File: config.mk
export PLATFORM = sky130hd
export DESIGN_NAME = ata_irq_router
export DESIGN_NICKNAME = d
export VERILOG_FILES = /design/src/rtl/ata_irq_pkg.sv /design/src/rtl/ata_irq_edge_sync.sv /design/src/rtl/ata_irq_status.sv /design/src/rtl/ata_irq_route.sv /design/src/rtl/ata_irq_router.sv
export SDC_FILE = /design/constraint.sdc
export NUM_CORES = 1
export LEC_CHECK = 0
export BUFFER_PORTS_ARGS = -buffer_cell sky130_fd_sc_hd__buf_2
export CAP_MARGIN = 25
export CELL_PAD_IN_SITES_DETAIL_PLACEMENT = 1
export CELL_PAD_IN_SITES_GLOBAL_PLACEMENT = 2
export CORE_AREA = 2 2 39 41
export DETAILED_ROUTE_END_ITERATION = 10
export DIE_AREA = 0 0 41 43
export GPL_ROUTABILITY_DRIVEN = 0
export GPL_TIMING_DRIVEN = 0
export PLACE_DENSITY_LB_ADDON = 0.25
export SYNTH_ARGS = -nofsm -noshare
export SYNTH_HDL_FRONTEND = slang
export SYNTH_SLANG_ARGS = --single-unit
export TNS_END_PERCENT = 30
File: constraint.sdc
create_clock -name clk -period 1.9 [get_ports clk]
set_clock_uncertainty 0.1 [all_clocks]
set_input_delay 0.285 -clock clk [delete_from_list [all_inputs] [get_ports clk]]
set_output_delay 0.285 -clock clk [all_outputs]
set_load 0.1 [all_outputs]
File: src/rtl/ata_irq_pkg.sv
package ata_irq_pkg;
  localparam int MAP_W = 2;
  localparam logic [MAP_W-1:0] MAP_OTHER_SEC = 2'd1;
  localparam logic [MAP_W-1:0] MAP_OTHER_PRI = 2'd2;

  typedef enum logic [1:0] {
    RT_NONE = 2'd0,
    RT_PRI  = 2'd1,
    RT_SEC  = 2'd2
  } route_e;

  function automatic route_e pick_route(input logic combined,
                                        input logic [MAP_W-1:0] map);
    route_e r;
    if (!combined)               r = RT_PRI;
    else if (map == MAP_OTHER_SEC) r = RT_PRI;
    else if (map == MAP_OTHER_PRI) r = RT_SEC;
    else                         r = RT_NONE;
    return r;
  endfunction
endpackage

File: src/rtl/ata_irq_edge_sync.sv
module ata_irq_edge_sync #(
  parameter int STAGES = 2
) (
  input  logic clk,
  input  logic rst_n,
  input  logic async_i,
  output logic rise_o
);
  logic [STAGES-1:0] sync_q;
  logic              prev_q;
  logic              prev_d;

  generate
    for (genvar s = 0; s < STAGES; s++) begin : g_stage
      logic stage_d;
      if (s == 0) begin : g_first
        always_comb stage_d = async_i;
      end else begin : g_rest
        always_comb stage_d = sync_q[s-1];
      end
      always_ff @(posedge clk or negedge rst_n) begin
        if (!rst_n) sync_q[s] <= 1'b0;
        else        sync_q[s] <= stage_d;
      end
    end
  endgenerate

  always_comb prev_d = sync_q[STAGES-1];

  always_ff @(posedge clk or negedge rst_n) begin
    if (!rst_n) prev_q <= 1'b0;
    else        prev_q <= prev_d;
  end

  assign rise_o = sync_q[STAGES-1] & ~prev_q;

  // a held level yields one event only
  assert_single_rise_R2: assert property (@(posedge clk) disable iff (!rst_n)
    rise_o |=> !rise_o);
endmodule

File: src/rtl/ata_irq_status.sv
module ata_irq_status (
  input  logic       clk,
  input  logic       rst_n,
  input  logic       irq_evt_i,
  input  logic       err_evt_i,
  input  logic       start_i,
  input  logic       wr_i,
  input  logic [1:0] wdata_i,
  output logic       irq_sts_o,
  output logic       err_sts_o
);
  logic irq_q, irq_d, err_q, err_d;
  logic irq_clr, err_clr;

  always_comb begin
    irq_clr = start_i | (wr_i & wdata_i[0]);
    err_clr = start_i | (wr_i & wdata_i[1]);
    irq_d   = irq_q;
    err_d   = err_q;
    if (irq_clr) irq_d = 1'b0;
    if (irq_evt_i) irq_d = 1'b1;
    if (err_clr) err_d = 1'b0;
    if (err_evt_i) err_d = 1'b1;
  end

  always_ff @(posedge clk or negedge rst_n) begin
    if (!rst_n) begin
      irq_q <= 1'b0;
      err_q <= 1'b0;
    end else begin
      irq_q <= irq_d;
      err_q <= err_d;
    end
  end

  assign irq_sts_o = irq_q;
  assign err_sts_o = err_q;

  assert_set_wins_R11: assert property (@(posedge clk) disable iff (!rst_n)
    irq_evt_i |=> irq_sts_o);
  assert_w1c_irq_R9: assert property (@(posedge clk) disable iff (!rst_n)
    (wr_i && wdata_i[0] && !irq_evt_i) |=> !irq_sts_o);
  assert_start_clr_R10: assert property (@(posedge clk) disable iff (!rst_n)
    (start_i && !irq_evt_i && !err_evt_i) |=> (!irq_sts_o && !err_sts_o));
  assert_err_set_R12: assert property (@(posedge clk) disable iff (!rst_n)
    err_evt_i |=> err_sts_o);
endmodule

File: src/rtl/ata_irq_route.sv
module ata_irq_route
  import ata_irq_pkg::*;
(
  input  logic             clk,
  input  logic             rst_n,
  input  logic             evt_i,
  input  logic             combined_i,
  input  logic [MAP_W-1:0] map_i,
  output logic             pri_o,
  output logic             sec_o
);
  route_e rt;
  logic   pri_q, pri_d, sec_q, sec_d;

  always_comb begin
    rt    = pick_route(combined_i, map_i);
    pri_d = evt_i && (rt == RT_PRI);
    sec_d = evt_i && (rt == RT_SEC);
  end

  always_ff @(posedge clk or negedge rst_n) begin
    if (!rst_n) begin
      pri_q <= 1'b0;
      sec_q <= 1'b0;
    end else begin
      pri_q <= pri_d;
      sec_q <= sec_d;
    end
  end

  assign pri_o = pri_q;
  assign sec_o = sec_q;

  assert_one_line_R4: assert property (@(posedge clk) disable iff (!rst_n)
    $onehot0({pri_o, sec_o}));
  assert_indep_pri_R5: assert property (@(posedge clk) disable iff (!rst_n)
    (evt_i && !combined_i) |=> (pri_o && !sec_o));
  assert_map_sec_R7: assert property (@(posedge clk) disable iff (!rst_n)
    (evt_i && combined_i && map_i == MAP_OTHER_PRI) |=> (sec_o && !pri_o));
  assert_reserved_R8: assert property (@(posedge clk) disable iff (!rst_n)
    (combined_i && (map_i == 2'd0 || map_i == 2'd3)) |=> (!pri_o && !sec_o));
endmodule

File: src/rtl/ata_irq_router.sv
module ata_irq_router
  import ata_irq_pkg::*;
#(
  parameter int SYNC_STAGES = 2
) (
  input  logic             clk,
  input  logic             rst_n,
  input  logic             dev_irq_i,
  input  logic             desc_done_i,
  input  logic             desc_flag_i,
  input  logic             err_evt_i,
  input  logic             xfer_start_i,
  input  logic             sts_wr_i,
  input  logic [1:0]       sts_wdata_i,
  input  logic             combined_i,
  input  logic [MAP_W-1:0] map_sel_i,
  output logic             irq_pri_o,
  output logic             irq_sec_o,
  output logic             irq_sts_o,
  output logic             err_sts_o
);
  logic dev_rise;
  logic irq_evt;

  ata_irq_edge_sync #(.STAGES(SYNC_STAGES)) u_sync (
    .clk     (clk),
    .rst_n   (rst_n),
    .async_i (dev_irq_i),
    .rise_o  (dev_rise)
  );

  assign irq_evt = dev_rise | (desc_done_i & desc_flag_i);

  ata_irq_status u_status (
    .clk       (clk),
    .rst_n     (rst_n),
    .irq_evt_i (irq_evt),
    .err_evt_i (err_evt_i),
    .start_i   (xfer_start_i),
    .wr_i      (sts_wr_i),
    .wdata_i   (sts_wdata_i),
    .irq_sts_o (irq_sts_o),
    .err_sts_o (err_sts_o)
  );

  ata_irq_route u_route (
    .clk        (clk),
    .rst_n      (rst_n),
    .evt_i      (irq_evt),
    .combined_i (combined_i),
    .map_i      (map_sel_i),
    .pri_o      (irq_pri_o),
    .sec_o      (irq_sec_o)
  );

  // a pulse is never without latched status
  assert_pulse_has_sts_R4: assert property (@(posedge clk) disable iff (!rst_n)
    (irq_pri_o || irq_sec_o) |-> irq_sts_o);
  // a descriptor finishing without its flag changes nothing
  assert_noflag_quiet_R3: assert property (@(posedge clk) disable iff (!rst_n)
    (desc_done_i && !desc_flag_i && !dev_rise && !irq_sts_o
     && !err_evt_i) |=> !irq_sts_o);
endmodule

==> reports/metrics.yaml, run 1 <==
status: "completed"
critPathTopFamily: "buffers and inverters"
rsz0062_at_grt: "false"
area_delta_synth_final_pct: 51.4
drt_iter0_drc: 2
synth-compound-area-share_pct: 17.0
dieHeight_um: 43
synth_seq_cells: 7
combPwrFrac_pct: 21.9
yosys.cell_types.count: 10
vias: 219
antenna_found_initial: 0
core_area_mm2: 0.00138
portBuffers: 16
totalWireLength_um: 567
ys_seq_area_share_pct: 66.0
grt_pass1_vias: 226
cpMaxStageDelayCell: "buf_2"
hpwlAfterDp_um: 463
end_kind: "output pin"
clock_latency_ps: 250
synth_xor_area_share_pct: 0
critPathArrivalTime_ps: 1030
diodes: 0
avgSynthCellArea_um2: 14.0
cts_max_level: 1
min_from: "dev_irq_i"
tritoncts: "yes"
internal_power_w: 0.000261
synth-simple-area-share_pct: 14.2
top_usage_layer: "met2"
slowest_delay_ps: 430
antenna_left: 0
crit_chain: "buf_2"
first_pass_iters: 2
syn-instance-count: 19
nNetsFinal: 54
final_common_cell: "buf_2"
clk_pin_slew_ps: 50
worst-path-buf-inv: 1
r2r-start: "u_sync.prev_q"
p_per_area_mw_per_mm2: 942
finalHoldViolCount: 0
met2_usage_pct: 11.9
fp.dieW_um: 41
cts_setup_buffers: 0
syn_area_um2: 265
wire_per_inst_um: 10.1
synthMuxAreaShare_pct: 0
hold_buffers: 1
grt_use_met1_pct: 7.92
row_count: 14
min_delay_path_depth: 1
setup_violations: 0
min_to: "u_sync.g_stage[1].stage_d"
drive_gt1_share_pct: 57.5
synthesis.nets: 32
crit_type: "reg -> out"
viasPerCell: 3.91
startpoint_type: "register"
io-pin-count: 17
grt_max_degree: 8
clock-sinks: 7
ys_warn_count: 0
power_frac_seq_pct: 42.9
reg2reg_depth: 2
holdWs_ps: 44.1
clockRootBuffer: "clkbuf_4"
worst_pin_slew_ps: 486
fmax_mhz: 708
synth_top_family_by_area: "compound AO/OA/AOI/OAI gates"
grt_overflow_total: 0
cts_buffers: 3
max_slew_margin_pct: 67.8
grt_usage_pct: 8.10
start_util_pct: 19.2
die_area_mm2: 0.00176
cp-startpoint: "u_status.irq_sts_o"
power_frac_clock_pct: 35.1
grt_pass1_wl_um: 897
drcViolationCount: 0
switching_power_w: 0.000117
final.fill_count: 160
synthAdderAreaFrac_pct: 0
maxCapViolCount: 0
use_met3_pct: 6.28
layout_common_cells: "buf_2, dfrtp_1, nand2_1, clkbuf_4, inv_1"
drv_slew: 0
cts_resized: 0
min_period_ps: 1410
r2r_end: "u_route.sec_o"
layout_worst_path_cycle_share_pct: 74.4
fin_setup_tns_ps: 0
swShare_pct: 31.0
worst-r2r-setup-slack_ps: 1030
worstHoldPathType: "in -> reg"
critPathRequiredTime_ps: 1510
clock_path_buffers: 2
worstPathMaxFanout: 2
peakVddDrop_mv: 0.377
p_leak_nw: 0.208
state kept, by name, indices dropped and copies added, names as in the netlist:
signal                  cells
u_route.sec_o               1
u_route.pri_o               1
u_status.irq_sts_o          1
u_status.err_sts_o          1
u_sync.prev_q               1
u_sync.prev_d               1
u_sync.g_stage.stage_d      1
per-layer routing:
layer / wire (um) / up-vias
met5: 0 / -
met4: 0 / 0
met3: 68 / 0
met2: 274 / 15
met1: 223 / 99
li1: - / 105
synthesized netlist by cell type:
| master | instances | share of area, % |
|---|---|---|
| dfrtp_1 | 7 | 66 |
| nand2_1 | 3 | 4.2 |
| inv_1 | 2 | 2.8 |
| a211oi_2 | 1 | 4.7 |
| a22oi_1 | 1 | 2.8 |
| a31o_2 | 1 | 3.3 |
| and2_1 | 1 | 2.4 |
| nand2b_1 | 1 | 2.4 |
| nand2b_4 | 1 | 5.2 |
| o311ai_2 | 1 | 6.1 |
kinds of logic (layout without fill, tap and decap cells):
logic type             count (synthesis)  count (layout)
buffers and inverters                  2              23
AO/OA/AOI/OAI                          4               4
flip-flops                             7               7
AND/OR/NAND/NOR                        6               6
per-stage QoR:
stage / std cells / worst slack, ps / power [W] / instance area (um^2) / util, %
finish: 56 / 487 / 0.000378 / 402 / 29.0
global route: 56 / 442 / 0.000405 / 402 / 29.0
CTS: 56 / 481 / 0.000390 / 402 / 29.0
detailed placement: 51 / 763 / 0.000247 / 365 / 26.4
global placement: 51 / 763 / 0.000246 / 365 / 26.4
floorplan: 19 / 426 / 0.000222 / 265 / -
worst reg2reg max path: stages, from the launching register on:
cell,delay (ps)
dfrtp_1,360
nand2b_4,150
a211oi_2,170
power by group through the flow:
stage          sequential, W  combinational [W]  clock, W
2_1_floorplan       0.000208          0.0000140         0
3_3_place_gp        0.000165          0.0000815         0
3_5_place_dp        0.000165          0.0000825         0
4_1_cts             0.000162          0.0000843  0.000143
5_1_grt             0.000163          0.0000876  0.000155
6_report            0.000162          0.0000830  0.000133
cell type report:
| class | instances | area (um^2) | area share (%) |
|---|---|---|---|
| Clock buffer | 4 | 26.3 | 6.54 |
| Inverter | 2 | 7.51 | 1.87 |
| Multi-Input combinational cell | 10 | 82.6 | 20.6 |
| Sequential cell | 7 | 175 | 43.6 |
| Tap cell | 16 | 20.0 | 4.98 |
| Timing Repair Buffer | 17 | 90.1 | 22.4 |
how the worst max path moves through the flow:
stage                              end  cells past startpoint
floorplan           u_status.irq_sts_o                      2
global placement             irq_sts_o                      1
CTS                          irq_sts_o                      1
detailed placement           err_sts_o                      1
global route                 err_sts_o                      1
finish                       irq_sts_o                      1
Note: power is estimated with default switching activity, not from simulation.
==> inputs of run 2 (changes only) <==
Settings changed: ABC_AREA from default to 1, CORE_AREA 2 2 39 41 to default, CORE_MARGIN from default to 2, CORE_UTILIZATION from default to 17, DIE_AREA 0 0 41 43 to default.
Clock period 1.9 ns to 1.3 ns, I/O delays scaled along.
==> run 2 against run 1 <==
Final cell count grew 18%. Cell area grew 3.4%. Die area grew 5.0%. Synthesized cell count grew 47%. Setup slack lost 370 ps. Sequential share of layout area shrank 1.4 points. Via count grew 18%. Register-to-register slack lost 590 ps. Power grew 46%. Non-clock buffer count grew 1. Clock power grew 43%. Critical endpoint is now irq_sec_o. Largest cell class unchanged. Largest power group unchanged. Highest routed layer is now met4.
==> reports/metrics.yaml, run 2 <==
status: "completed"
tritoncts: "yes"
antenna_found_initial: 0  # unchanged
final_area_um2: 415  # +3.4%
fin_cells: 66  # +18%
avgSynthCellArea_um2: 9.25  # -34%
fin_util_pct: 28.2  # -0.79 points
clock-sinks: 7  # unchanged
clk_pin_slew_ps: 50  # about the same
cts_buffers: 3  # unchanged
peakVddDrop_mv: 0.237  # -37%
dieHeight_um: 43.0  # about the same
min_period_ps: 1180
worst_pin_slew_ps: 301  # -185 ps
layout_common_cells: "buf_2, nand2_1, inv_1, dfrtp_1, clkbuf_4"
synth-edff-count: 0  # unchanged
synth_seq_cells: 7  # unchanged
synth_top_area_share_pct: 67.6  # +1.6 points
ys_warn_count: 0  # unchanged
portBuffers: 16  # unchanged
viasPerCell: 3.92  # +0.35%
switching_power_w: 0.000169  # +44%
power_frac_seq_pct: 42.9  # about the same
grt_max_degree: 8  # unchanged
die_area_mm2: 0.00185  # +5.0%
first_pass_iters: 1  # -1
wire_per_inst_um: 8.76  # -14%
rsz0062_at_grt: "false"
fin_setup_tns_ps: 0  # unchanged
crit_type: "reg -> out"
yosys.cell_types.count: 5  # -5
crit_chain: "clkbuf_4"
worstPathMaxFanout: 1  # -1
cpMaxStageDelayCell: "dfrtp_1"
area_delta_synth_final_pct: 60.4
p_per_area_mw_per_mm2: 1330  # +41%
totalWireLength_um: 578  # +1.9%
drcViolationCount: 0  # unchanged
diodes: 0  # unchanged
drt_iter0_drc: 0  # -2
drive_gt1_share_pct: 38.0  # -19 points
clock_latency_ps: 240  # about the same
grt_usage_pct: 9.31  # +1.2 points
critPathArrivalTime_ps: 880  # -150 ps
ys.flop_type: "dfrtp_1"
synthesis.nets: 41  # +28%
core_area_mm2: 0.00147  # +6.3%
place_inst: 60  # +18%
max_slew_margin_pct: 80.0  # +12 points
vias: 259  # +18%
grt_pass1_vias: 300  # +33%
end_kind: "output pin"
yosys.area.top_type: "dfrtp_1"
layout_worst_path_cycle_share_pct: 90.7
internal_power_w: 0.000383  # +47%
fmax_mhz: 848
slowest_delay_ps: 320  # -110 ps
synth_area_leaders: "dfrtp_1, nand2_1, inv_1, nand3_1, a21oi_1"
synthArstFlopShare_pct: 100  # unchanged
ys_top_cells_by_count: "nand2_1, dfrtp_1, inv_1"
grt_overflow_total: 0  # unchanged
finalHoldViolCount: 0  # unchanged
worstHoldPathType: "in -> reg"
setup_violations: 0  # unchanged
nNetsFinal: 64  # +19%
fp.dieW_um: 43.0  # +5.0%
syn-instance-count: 28  # +9
worst-path-buf-inv: 1  # unchanged
cts_max_level: 1  # unchanged
worst-r2r-setup-slack_ps: 440  # -590 ps
drv_slew: 0  # unchanged
syn_area_um2: 259  # -2.4%
critPathTopFamily: "flip-flops"
place_area_um2: 359  # -1.7%
yosysMostFrequentCell: "nand2_1"
io-pin-count: 17  # unchanged
grt_pass1_wl_mm: 1.12  # +25%
row_count: 14  # unchanged
hpwlAfterDp_um: 495  # +7.0%
startpoint_type: "register"
final_common_cell: "buf_2"
ys_seq_area_share_pct: 67.6  # +1.6 points
p_leak_nw: 0.246  # +18%
swShare_pct: 30.6  # -0.45 points
start_util_pct: 17.6  # -1.6 points
antenna_left: 0  # unchanged
power_frac_clock_pct: 34.5  # -0.6 points
combPwrFrac_pct: 22.6  # +0.7 points
clock_path_buffers: 2  # unchanged
clockRootBuffer: "clkbuf_4"
maxCapViolCount: 0  # unchanged
critPathRequiredTime_ps: 1000  # -510 ps
[run 2: changes by cell type in the layout (fill, tap and decap cells not counted), moves of 2 or more]
| cell | previous run | this run |
|---|---|---|
| clkbuf_4 | 3 | 5 |
| buf_4 | 0 | 2 |
| buf_2 | 16 | 12 |
| inv_1 | 2 | 7 |
| nand3_1 | 0 | 3 |
| nand2_1 | 3 | 10 |
[run 2: path summary, 6_finish.rpt]
kind / startpoint / cells past startpoint / to
worst max register to register: u_sync.prev_d / 4 / u_status.irq_sts_o
max in group asynchronous: rst_n / 2 / u_status.err_sts_o
worst min register to register: u_sync.g_stage[1].stage_d / 0 / u_sync.prev_d
worst min-delay path: err_evt_i / 3 / u_status.err_sts_o
worst max-delay path: u_route.sec_o / 1 / irq_sec_o
min in group asynchronous: rst_n / 2 / u_sync.prev_d
[run 2: stage by stage]
stage / total power, W / hold slack, ps / setup slack (ps)
final: 0.000552 / 37.1 / 121
after CTS: 0.000565 / 31.7 / 6.93
after floorplan: 0.000320 / -201 / 2.75
after detailed placement: 0.000358 / -64.1 / 252
after global placement: 0.000354 / -70.9 / 259
after global routing: 0.000592 / 44.4 / 74.3
[run 2: timing repair]
item                       4_1_cts  5_1_grt
pin swaps                        0        0
hold endpoints to repair         8        0
setup endpoints to repair        2        2
setup buffers                    0        0
gates resized for setup          2        2
hold buffers                     2        0
[run 2: logic make-up (layout without fill, tap and decap cells)]
group	Yosys count	count (layout)	synth area share (%)
compound gates	1	1	1.93
flops	7	7	67.6
buf+inv	7	29	10.1
simple gates	13	13	20.3
[run 2: cell type report]
type | instances | area, um^2
flip-flops and latches | 7 | 175
well taps | 16 | 20.0
multi-input cells | 14 | 57.6
repair buffers | 18 | 110
clock buffers | 4 | 26.3
fillers | 191 | 1060
inverters | 7 | 26.3
[run 2: power groups by stage]
stage	sequential [W]	combinational, W	clock (W)
2_1_floorplan	0.000303	0.0000165	0
3_3_place_gp	0.000240	0.000114	0
3_5_place_dp	0.000240	0.000118	0
4_1_cts	0.000237	0.000126	0.000202
5_1_grt	0.000238	0.000135	0.000218
6_report	0.000237	0.000125	0.000190
[run 2: layer usage]
| layer | routed length [um] | GRT usage [%] | part of all wire (%) |
|---|---|---|---|
| met5 | 0 | 0 | 0 |
| met4 | 19 | 12.7 | 3.3 |
| met3 | 41 | 3.83 | 7.1 |
| met2 | 332 | 15.2 | 57 |
| met1 | 184 | 6.88 | 32 |
==> inputs of run 3 (changes only) <==
Settings changed: PLACE_DENSITY_LB_ADDON 0.25 to 0.05.
==> run 3 against run 2 <==
Via count is 0.77% lower. Critical path depth unchanged. Power rose by 2.4%. Largest power group unchanged.
==> reports/metrics.yaml, run 3 (synthesis gave the netlist of run 2 again) <==
wire_per_inst_um: 9.56  # +9.2%
totalPowerFinal_w: 0.000565  # +2.4%
critPathArrivalTime_ps: 900  # +20 ps
critPathRequiredTime_ps: 1000  # about the same
grt_overflow_total: 0  # unchanged
dieHeight_um: 43.0  # unchanged
antenna_left: 0  # unchanged
max_slew_margin_pct: 80.0  # about the same
area_delta_synth_final_pct: 60.9
totalWireLength_um: 631  # +9.2%
cpMaxStageDelayCell: "dfrtp_1"
critPathTopFamily: "flip-flops"
first_pass_iters: 2  # +1
clockRootBuffer: "clkbuf_4"
finalHoldViolCount: 0  # unchanged
drt_iter0_drc: 1  # +1
grt_max_degree: 8  # unchanged
crit_type: "reg -> out"
hpwlAfterDp_um: 520  # +5.0%
final_common_cell: "buf_2"
min_period_ps: 1190  # +13.2 ps
nNetsFinal: 64  # unchanged
crit_chain: "buf_4"
diodes: 0  # unchanged
clock_path_buffers: 2  # unchanged
layout_worst_path_cycle_share_pct: 91.7  # +1.0 points
drive_gt1_share_pct: 40.0  # +2.0 points
clock_latency_ps: 260  # +20 ps
worst_pin_slew_ps: 301  # +0.0499 ps
final.fill_count: 192  # +0.52%
grt_usage_pct: 8.76  # -0.55 points
worstPathMaxFanout: 2  # +1
p_per_area_mw_per_mm2: 1360  # +2.1%
row_count: 14  # unchanged
io-pin-count: 17  # unchanged
antenna_found_initial: 0  # unchanged
fp.dieW_um: 43.0  # unchanged
start_util_pct: 17.6  # unchanged
peakVddDrop_mv: 0.357  # +50%
status: "completed"
cts_max_level: 1  # unchanged
p_leak_nw: 0.249  # +1.3%
grt_pass1_wl_mm: 1.05  # -6.8%
fin_cells: 66  # unchanged
vias: 257  # -0.77%
drv_slew: 0  # unchanged
maxCapViolCount: 0  # unchanged
drcViolationCount: 0  # unchanged
slowest_delay_ps: 340  # +20 ps
clock-sinks: 7  # unchanged
tritoncts: "yes"
layout_common_cells: "buf_2, nand2_1, inv_1, dfrtp_1, clkbuf_4"
fmax_mhz: 839  # -1.1%
worstHoldPathType: "in -> reg"
cts_buffers: 3  # unchanged
place_inst: 60  # unchanged
rsz0062_at_grt: "false"
grt_pass1_vias: 272  # -9.3%
clk_pin_slew_ps: 60  # about the same
worst-path-buf-inv: 1  # unchanged
core_area_mm2: 0.00147  # unchanged
die_area_mm2: 0.00185  # unchanged
portBuffers: 16  # unchanged
fin_setup_tns_ps: 0  # unchanged
viasPerCell: 3.89  # -0.77%
startpoint_type: "register"
setup_violations: 0  # unchanged
end_kind: "output pin"
## run 3: metal layers
layer | global-route usage (%) | routed length [um] | vias to the layer above | part of all wire [%]
li1 | - | - | 124 | -
met1 | 7.09 | 213 | 119 | 34
met2 | 13.6 | 323 | 11 | 51
met3 | 5.53 | 69 | 3 | 11
met4 | 9.09 | 24 | 0 | 3.8
met5 | 0 | 0 | - | 0
## run 3: per-stage QoR
stage	area, um^2	worst slack (ps)	hold slack [ps]	util (%)
2_1_floorplan	259	2.75	-201	-
3_3_place_gp	359	262	-65.8	24.4
3_5_place_dp	359	256	-59.9	24.4
4_1_cts	414	11.5	17.3	28.1
5_1_grt	417	62.1	39.4	28.3
6_report	417	108	23.4	28.3
## run 3: where the power goes
group | total [W] | internal, W | switching [W]
Clock | 0.000204 | 0.000113 | 0.0000912
Sequential | 0.000236 | 0.000231 | 0.00000469
Combinational | 0.000125 | 0.0000349 | 0.0000903
Total | 0.000565 | 0.000379 | 0.000186
## run 3: final cells by class
type	instances	area, um^2	area share [%]
tap	16	20.0	4.80
sequential	7	175	42.0
multi-input combinational	14	57.6	13.8
clock inverter	1	5.00	1.20
clock buffer	3	22.5	5.41
timing repair buffer	18	110	26.4
inverter	7	26.3	6.31
## run 3: timing repair
item,4_1_cts,5_1_grt
gates cloned,0,0
endpoints found under the setup margin,3,1
endpoints found under the hold margin,8,0
gates resized for setup,3,1
hold buffers,2,0
setup buffers,0,0
## run 3: worst paths after layout
kind                                            from                         to  slack [ps]  cells past startpoint
setup / recovery                  u_status.err_sts_o                  err_sts_o         110                      1
min in group asynchronous                      rst_n  u_sync.g_stage[1].stage_d         190                      2
setup reg to reg                       u_sync.prev_d         u_status.irq_sts_o         440                      4
hold / removal                             err_evt_i         u_status.err_sts_o          20                      3
hold reg to reg            u_sync.g_stage[1].stage_d              u_sync.prev_d         250                      0
max in group asynchronous                      rst_n              u_route.pri_o         740                      2
